`src/rtl/nibble_pe_pkg.sv`:
```
package nibble_pe_pkg;
  typedef enum logic [2:0] {
    OP_ADD = 3'd0,
    OP_SUB = 3'd1,
    OP_AND = 3'd2,
    OP_OR  = 3'd3,
    OP_XOR = 3'd4,
    OP_MOV = 3'd5,
    OP_LDI = 3'd6,
    OP_CPY = 3'd7
  } pe_op_e;
endpackage

```
`src/rtl/nibble_pe_rf.sv`:
```
module nibble_pe_rf #(
  parameter int WORD_W = 32,
  parameter int REGS   = 48,
  parameter int IDX_W  = 6
) (
  input  logic              clk,
  input  logic              rst_n,
  input  logic [IDX_W-1:0]  rd_a_idx,
  input  logic [IDX_W-1:0]  rd_b_idx,
  output logic [WORD_W-1:0] rd_a_word,
  output logic [WORD_W-1:0] rd_b_word,
  input  logic              wr_en,
  input  logic [IDX_W-1:0]  wr_idx,
  input  logic [WORD_W-1:0] wr_word
);
  logic [WORD_W-1:0] mem [REGS];

  // Reads outside the implemented range return zero.
  always_comb begin
    rd_a_word = (int'(rd_a_idx) < REGS) ? mem[rd_a_idx] : '0;
    rd_b_word = (int'(rd_b_idx) < REGS) ? mem[rd_b_idx] : '0;
  end

  always_ff @(posedge clk or negedge rst_n) begin
    if (!rst_n) begin
      for (int i = 0; i < REGS; i++) mem[i] <= '0;
    end else if (wr_en && (int'(wr_idx) < REGS)) begin
      mem[wr_idx] <= wr_word;
    end
  end
endmodule

```
`src/rtl/nibble_pe_alu.sv`:
```
module nibble_pe_alu
  import nibble_pe_pkg::*;
#(
  parameter int NIB_W = 4
) (
  input  pe_op_e           op,
  input  logic [NIB_W-1:0] a,
  input  logic [NIB_W-1:0] b,
  input  logic             cin,
  output logic [NIB_W-1:0] y,
  output logic             cout
);
  logic [NIB_W-1:0] b_eff;
  logic [NIB_W:0]   sum;

  always_comb begin
    b_eff = (op == OP_SUB) ? ~b : b;
    sum   = {1'b0, a} + {1'b0, b_eff} + {{NIB_W{1'b0}}, cin};
    case (op)
      OP_ADD, OP_SUB: begin y = sum[NIB_W-1:0]; cout = sum[NIB_W]; end
      OP_AND:         begin y = a & b;          cout = 1'b0;       end
      OP_OR:          begin y = a | b;          cout = 1'b0;       end
      OP_XOR:         begin y = a ^ b;          cout = 1'b0;       end
      default:        begin y = a;              cout = 1'b0;       end
    endcase
  end
endmodule

```
`src/rtl/nibble_pe_seq.sv`:
```
module nibble_pe_seq #(
  parameter int STEPS = 8
) (
  input  logic clk,
  input  logic rst_n,
  input  logic start,
  output logic accept,
  output logic step_en,
  output logic last_step,
  output logic busy,
  output logic done
);
  localparam int CW = (STEPS > 1) ? $clog2(STEPS) : 1;
  localparam logic [CW-1:0] LAST = CW'(STEPS - 1);

  logic          busy_q, busy_d;
  logic          done_q, done_d;
  logic [CW-1:0] cnt_q, cnt_d;

  assign accept    = start & ~busy_q;
  assign step_en   = busy_q;
  assign last_step = busy_q & (cnt_q == LAST);
  assign busy      = busy_q;
  assign done      = done_q;

  always_comb begin
    busy_d = busy_q;
    cnt_d  = cnt_q;
    done_d = 1'b0;
    if (accept) begin
      busy_d = 1'b1;
      cnt_d  = '0;
    end else if (busy_q) begin
      if (cnt_q == LAST) begin
        busy_d = 1'b0;
        done_d = 1'b1;
        cnt_d  = '0;
      end else begin
        cnt_d = cnt_q + 1'b1;
      end
    end
  end

  always_ff @(posedge clk or negedge rst_n) begin
    if (!rst_n) begin
      busy_q <= 1'b0;
      done_q <= 1'b0;
      cnt_q  <= '0;
    end else begin
      busy_q <= busy_d;
      done_q <= done_d;
      cnt_q  <= cnt_d;
    end
  end

  // Checker-only cycle counter: edges spent busy since the accepting edge.
  logic [CW:0] chk_q;
  always_ff @(posedge clk or negedge rst_n) begin
    if (!rst_n)      chk_q <= '0;
    else if (accept) chk_q <= '0;
    else if (busy_q) chk_q <= chk_q + 1'b1;
  end

  AST_DONE_LATENCY: assert property (@(posedge clk) disable iff (!rst_n)
    done_q |-> (int'(chk_q) == STEPS)) else $error("done latency");

  AST_DONE_PULSE: assert property (@(posedge clk) disable iff (!rst_n)
    done_q |=> !done_q) else $error("done longer than one cycle");

  AST_BUSY_CLEAR_AT_DONE: assert property (@(posedge clk) disable iff (!rst_n)
    done_q |-> !busy_q) else $error("busy during done");

  AST_START_NO_RESTART: assert property (@(posedge clk) disable iff (!rst_n)
    (busy_q && (cnt_q != LAST)) |=> (busy_q && (cnt_q == $past(cnt_q) + 1'b1)))
    else $error("step count disturbed");
endmodule

```
`src/rtl/nibble_pe.sv`:
```
module nibble_pe
  import nibble_pe_pkg::*;
#(
  parameter int WORD_W = 32,
  parameter int NIB_W  = 4,
  parameter int REGS   = 48,
  parameter int IDX_W  = $clog2(REGS)
) (
  input  logic              clk,
  input  logic              rst_n,
  input  logic              start,
  input  logic [2:0]        opcode,
  input  logic [IDX_W-1:0]  src_a,
  input  logic [IDX_W-1:0]  src_b,
  input  logic [IDX_W-1:0]  dst,
  input  logic              lane_en,
  input  logic [WORD_W-1:0] imm,
  output logic              busy,
  output logic              done,
  output logic [WORD_W-1:0] result,
  output logic              carry_flag,
  output logic              zero_flag
);
  localparam int STEPS = WORD_W / NIB_W;

  logic accept, step_en, last_step;
  logic [WORD_W-1:0] rd_a_word, rd_b_word;
  logic [NIB_W-1:0]  alu_y;
  logic              alu_co;

  pe_op_e            op_q, op_d;
  logic              en_q, en_d;
  logic [IDX_W-1:0]  dst_q, dst_d;
  logic [WORD_W-1:0] a_q, a_d, b_q, b_d, res_q, res_d;
  logic              cy_q, cy_d;
  logic              zacc_q, zacc_d;
  logic              cf_q, cf_d, zf_q, zf_d;
  logic              rf_we;

  nibble_pe_seq #(.STEPS(STEPS)) u_seq (
    .clk(clk), .rst_n(rst_n), .start(start),
    .accept(accept), .step_en(step_en), .last_step(last_step),
    .busy(busy), .done(done)
  );

  nibble_pe_rf #(.WORD_W(WORD_W), .REGS(REGS), .IDX_W(IDX_W)) u_rf (
    .clk(clk), .rst_n(rst_n),
    .rd_a_idx(src_a), .rd_b_idx(src_b),
    .rd_a_word(rd_a_word), .rd_b_word(rd_b_word),
    .wr_en(rf_we), .wr_idx(dst_q), .wr_word(res_d)
  );

  nibble_pe_alu #(.NIB_W(NIB_W)) u_alu (
    .op(op_q), .a(a_q[NIB_W-1:0]), .b(b_q[NIB_W-1:0]), .cin(cy_q),
    .y(alu_y), .cout(alu_co)
  );

  assign rf_we = step_en & last_step & en_q;

  always_comb begin
    op_d   = op_q;
    en_d   = en_q;
    dst_d  = dst_q;
    a_d    = a_q;
    b_d    = b_q;
    res_d  = res_q;
    cy_d   = cy_q;
    zacc_d = zacc_q;
    cf_d   = cf_q;
    zf_d   = zf_q;
    if (accept) begin
      op_d   = pe_op_e'(opcode);
      en_d   = lane_en;
      dst_d  = dst;
      a_d    = (opcode == OP_LDI) ? imm : rd_a_word;
      b_d    = rd_b_word;
      cy_d   = (opcode == OP_SUB);
      zacc_d = 1'b1;
    end else if (step_en) begin
      a_d    = a_q >> NIB_W;
      b_d    = b_q >> NIB_W;
      res_d  = {alu_y, res_q[WORD_W-1:NIB_W]};
      cy_d   = alu_co;
      zacc_d = zacc_q & (alu_y == '0);   // one-bit logic unit
      if (last_step && en_q) begin
        cf_d = alu_co;
        zf_d = zacc_d;
      end
    end
  end

  always_ff @(posedge clk or negedge rst_n) begin
    if (!rst_n) begin
      op_q   <= OP_ADD;
      en_q   <= 1'b0;
      dst_q  <= '0;
      a_q    <= '0;
      b_q    <= '0;
      res_q  <= '0;
      cy_q   <= 1'b0;
      zacc_q <= 1'b0;
      cf_q   <= 1'b0;
      zf_q   <= 1'b0;
    end else begin
      op_q   <= op_d;
      en_q   <= en_d;
      dst_q  <= dst_d;
      a_q    <= a_d;
      b_q    <= b_d;
      res_q  <= res_d;
      cy_q   <= cy_d;
      zacc_q <= zacc_d;
      cf_q   <= cf_d;
      zf_q   <= zf_d;
    end
  end

  assign result     = res_q;
  assign carry_flag = cf_q;
  assign zero_flag  = zf_q;

  AST_FIELDS_HELD: assert property (@(posedge clk) disable iff (!rst_n)
    (busy && $past(busy)) |-> ($stable(op_q) && $stable(dst_q) && $stable(en_q)))
    else $error("latched fields changed");

  AST_FLAGS_ONLY_AT_DONE: assert property (@(posedge clk) disable iff (!rst_n)
    !done |-> ($stable(carry_flag) && $stable(zero_flag)))
    else $error("flags moved outside completion");

  AST_RESULT_HELD_IDLE: assert property (@(posedge clk) disable iff (!rst_n)
    (!busy && !done && $past(!busy)) |-> $stable(result))
    else $error("result changed while idle");

  AST_MASK_KEEPS_FLAGS: assert property (@(posedge clk) disable iff (!rst_n)
    (done && !en_q) |-> ($stable(carry_flag) && $stable(zero_flag)))
    else $error("masked lane changed flags");
endmodule

```
`config.mk`:
```
export PLATFORM = sky130hd
export DESIGN_NAME = nibble_pe
export DESIGN_NICKNAME = d
export VERILOG_FILES = /design/src/rtl/nibble_pe_pkg.sv /design/src/rtl/nibble_pe_rf.sv /design/src/rtl/nibble_pe_alu.sv /design/src/rtl/nibble_pe_seq.sv /design/src/rtl/nibble_pe.sv
export SDC_FILE = /design/constraint.sdc
export NUM_CORES = 2
export LEC_CHECK = 0
export ABC_CLOCK_PERIOD_IN_PS = 3400
export BUFFER_PORTS_ARGS = -buffer_cell sky130_fd_sc_hd__buf_2
export CAP_MARGIN = 40
export CELL_PAD_IN_SITES_DETAIL_PLACEMENT = 0
export CELL_PAD_IN_SITES_GLOBAL_PLACEMENT = 1
export CORE_ASPECT_RATIO = 0.5
export CORE_MARGIN = 1
export CORE_UTILIZATION = 25
export CTS_CLUSTER_SIZE = 20
export DETAILED_ROUTE_END_ITERATION = 16
export GPL_ROUTABILITY_DRIVEN = 0
export PLACE_DENSITY = 0.56
export REMOVE_ABC_BUFFERS = 1
export SYNTH_ARGS = -nofsm -noshare
export SYNTH_HDL_FRONTEND = slang
export SYNTH_SLANG_ARGS = --single-unit
```
`constraint.sdc`:
```
create_clock -name clk -period 3.4 [get_ports clk]
set_input_delay 0.34 -clock clk [delete_from_list [all_inputs] [get_ports clk]]
set_output_delay 0.34 -clock clk [all_outputs]
set_load 0.01 [all_outputs]
```
==> qor.tcl <==
set qor(slack_of_the_worst_reg_to_reg_path_ns) 0.38
set qor(final-max-slew-violation-count) 0
set qor(worst_path_most_repeated_cell) {fa_1}
set qor(synth-warning-count) 0
set qor(layout.nets) 7597
set qor(core_area_sq_um) 338600
set qor(failed_checks) {DRC}
set qor(tritoncts) {built}
set qor(io_pins) 93
set qor(synth.top_cell.area_share_pct) 48.56
set qor(fp.dieArea_sq_um) 342800
set qor(finalSetupViolCount) 0
set qor(end_kind) {flop}
set qor(area_growth_pct) 16.48
set qor(cts_setup_buffers) 0
set qor(timing.critical_path.slowest_cell_delay_ns) 0.42
set qor(globalRoute.totalOverflow) 0
set qor(crit_path_top_delay_cell) {fa_1}
set qor(worst_slack_ns) 0.3797
set qor(tightest_slew_ns) 0.9444
set qor(cpLargestDelayFamily) {adder cells}
set qor(leakage_nw) 42.09
set qor(initial_utilization_pct) 25.13
set qor(grt_max_degree) 135
set qor(synth_async_sr_flop_share_pct) 100.0
set qor(dp_slack_ns) 0.1755
set qor(clk-insertion-delay-late_ns) 0.88
set qor(buffers_on_ports) 92
set qor(cp.buffers_inverters) 3
set qor(final_period_minus_worst_setup_slack_ns) 3.020
set qor(drt_drc_violations_left) 4
set qor(layout-drive-gt1-share_pct) 21.48
set qor(fin_area_sq_um) 99110
set qor(timing.final.hold_violations) 0
set qor(gr-usage-all-layers_pct) 19.25
set qor(pwr_total_mw) 57.05
set qor(fmax_ghz) 0.3311
set qor(power_per_cell_area_nw_per_um2) 575.6
set qor(synth.cells.most_frequent) {dfrtp_1 (1651), nor2_1 (981), a21oi_1 (902)}
set qor(htreeDepth) 4
set qor(worstPathArrival_ns) 3.80
set qor(mean_instance_size_in_the_synthesized_netlist_sq_um) 11.15
set qor(synthCells) 7630
set qor(drt_wl_total_microns) 335300
set qor(number_of_storage_elements_in_the_synthesis_netlist) 1651
set qor(fin_crit_sh_pct) 88.83
set qor(rsz_0062_raised_after_global_routing) {false}
set qor(crit-reg2reg-launch) {op_q[1]$_DFFE_PN0P_}
set qor(grt_pass1_wl_microns) 480600
set qor(ir_drop_mv) 0.4471
set qor(worst_setup_path_startpoint) {op_q[1]$_DFFE_PN0P_}
set qor(setup.worst_path.start_class) {flop}
set qor(clk_path_buf_depth) 4
set qor(status) {finished, violations left}
set qor(yosysSeqAreaShare_pct) 48.56
set qor(route.detailed.vias_per_inst) 5.163
set qor(synth.top_cells.by_area) {dfrtp_1 (49%), mux4_2 (20%), a21oi_1 (5.3%)}
set qor(synth.lib_cells_used.distinct) 63
set qor(worst_hold_path_type) {in -> async}
set qor(dieWidth_microns) 827.0
set qor(cts_root_buf) {clkbuf_16}
set qor(fin_hold_ws_ns) 0.02590
set qor(cts-buffers-inserted) 189
set qor(num_rows) 151
set qor(layout.core_utilization_pct) 29.27
set qor(number_of_global_route_vias_before_repair) 61780
set qor(critical_path.max_fanout) 49
set qor(r2r_cells) 13
set qor(routed-via-count) 62850
set qor(final_setup_skew_ns) 0.04235
set qor(numClockSinks) 1651
set qor(criticalPathCategory) {reg -> reg}
set qor(timing.max_slew.rel_slack_pct) 36.46
set qor(detailed_routing_iteration_count_for_the_pre_antenna_repair_pass) 12
set qor(drt_iter0_markers) 6143
set qor(fp.dieH_microns) 414.5
set qor(placed_cell_area_sq_um) 92790
set qor(synth_area_leader_cell) {dfrtp_1}
set qor(max_cap_violations) 0
set qor(required_ns) 4.18
set qor(clk_pin_slew_ns) 0.06
set qor(crit_path_cell_trace) {nor2_1 > and2_1 > xnor2_1 > fa_1 > inv_1 > fa_1 > xor2_1 > nand2_1 > a21oi_2 > buf_4 > mux2i_4 > buf_12 > o21ai_0}
set qor(antenna_left) 0
set qor(synth_ff_type) {dfrtp_1}
set qor(wl_per_cell_microns) 27.55
set qor(synth-edff-count) 0
set qor(most_common_cell_in_the_netlist) {dfrtp_1}
set qor(antenna_found_initial) 8
set qor(crit-reg2reg-capture) {u_rf.mem[1150]$_DFFE_PN0P_}
set qor(mappedNetlistArea_sq_um) 85090
set qor(post-dp-hpwl_microns) 212100
==> cells in the final DEF, fill, tap and decap left out, drive strengths merged, types with 8 or more instances in the layout <==
cell,instances
a221oi,25
a211oi,12
a31oi,17
nand2,831
inv,55
nor3,85
o221ai,43
a21oi,902
nor2b,19
nand3,13
mux4,757
dfrtp,1651
a22o,30
nand2b,22
ha,14
or3,26
clkinv,33
nor2,981
buf,467
mux2,32
o31ai,10
a22oi,30
clkbuf,279
dlygate4sd3,28
nor4,36
o21a,16
o22ai,42
o2111ai,8
a221o,8
o211ai,9
mux2i,336
o21ai,762
==> stage by stage <==
step,setup TNS (ns),std cells
2_1_floorplan,-3082.74,6837
3_3_place_gp,0,11810
3_5_place_dp,0,11820
4_1_cts,0,12170
5_1_grt,0,12170
6_report,0,12170
==> kinds of logic (layout without fill, tap and decap cells) <==
kind of cell,after synthesis,after routing,synth area share [%]
and+or+nand+nor,2035,2035,9.854
AOI/OAI and AO/OA,1951,1951,12.48
DFF,1651,1651,48.56
muxes,1125,1125,24.41
buffers and inverters,847,871,4.389
adders and majority gates,16,16,0.2529
xor gates and xnor gates,5,5,0.05147
other,0,6,0
==> state kept, by name (all words and copies together) (netlist names), 3 cells and up <==
| signal | count |
|---|---|
| result | 32 |
| dst_q | 6 |
| u_seq.cnt_q | 3 |
| op_q | 3 |
| b_q | 32 |
| a_q | 32 |
| u_rf.mem | 1536 |
==> how the worst max path moves through the flow <==
stage                                 end  slack (ns)  cells past startpoint
3_5_place_dp   u_rf.mem[1278]$_DFFE_PN0P_        0.18                     13
4_1_cts        u_rf.mem[1278]$_DFFE_PN0P_        0.18                     13
3_3_place_gp     u_rf.mem[62]$_DFFE_PN0P_        0.15                     13
5_1_grt        u_rf.mem[1150]$_DFFE_PN0P_        0.21                     13
6_report       u_rf.mem[1150]$_DFFE_PN0P_        0.38                     13
2_1_floorplan  u_rf.mem[1375]$_DFFE_PN0P_       -2.81                      4
==> routing by layer <==
metal  share of wire, %  global-route usage [%]  up-vias  routed length [microns]
met5             0.0039                       0        -                       13
met4                3.7                   6.304        2                    12470
met3                6.1                   3.347      518                    20320
met2                 46                   30.28     1893                   153800
met1                 44                   26.94    32970                   148800
li1                   -                       -    27470                        -
==> where the power goes <==
part           internal, mW  leakage, nW  total (mW)  switching (mW)
sequential             21.6         23.0        23.4            1.88
combinational          4.48         16.1        13.0            8.54
clock                  11.9         2.98        20.6            8.71
==> layout make-up <==
cell class | instances | area [sq um]
well taps | 4513 | 5647
diodes | 6 | 15.01
flip-flops and latches | 1651 | 41320
multi-input cells | 5132 | 40640
inverters | 54 | 207.7
fillers | 34910 | 239500
repair buffers | 496 | 5263
clock buffers | 278 | 5602
clock inverters | 43 | 414.1
==> repair_timing <==
action                                  CTS  global route
endpoints found under the setup margin    0            13
hold buffers                             28             0
endpoints found under the hold margin   698             0
resized for setup                         0             1
(Power assumes the default switching activity.)
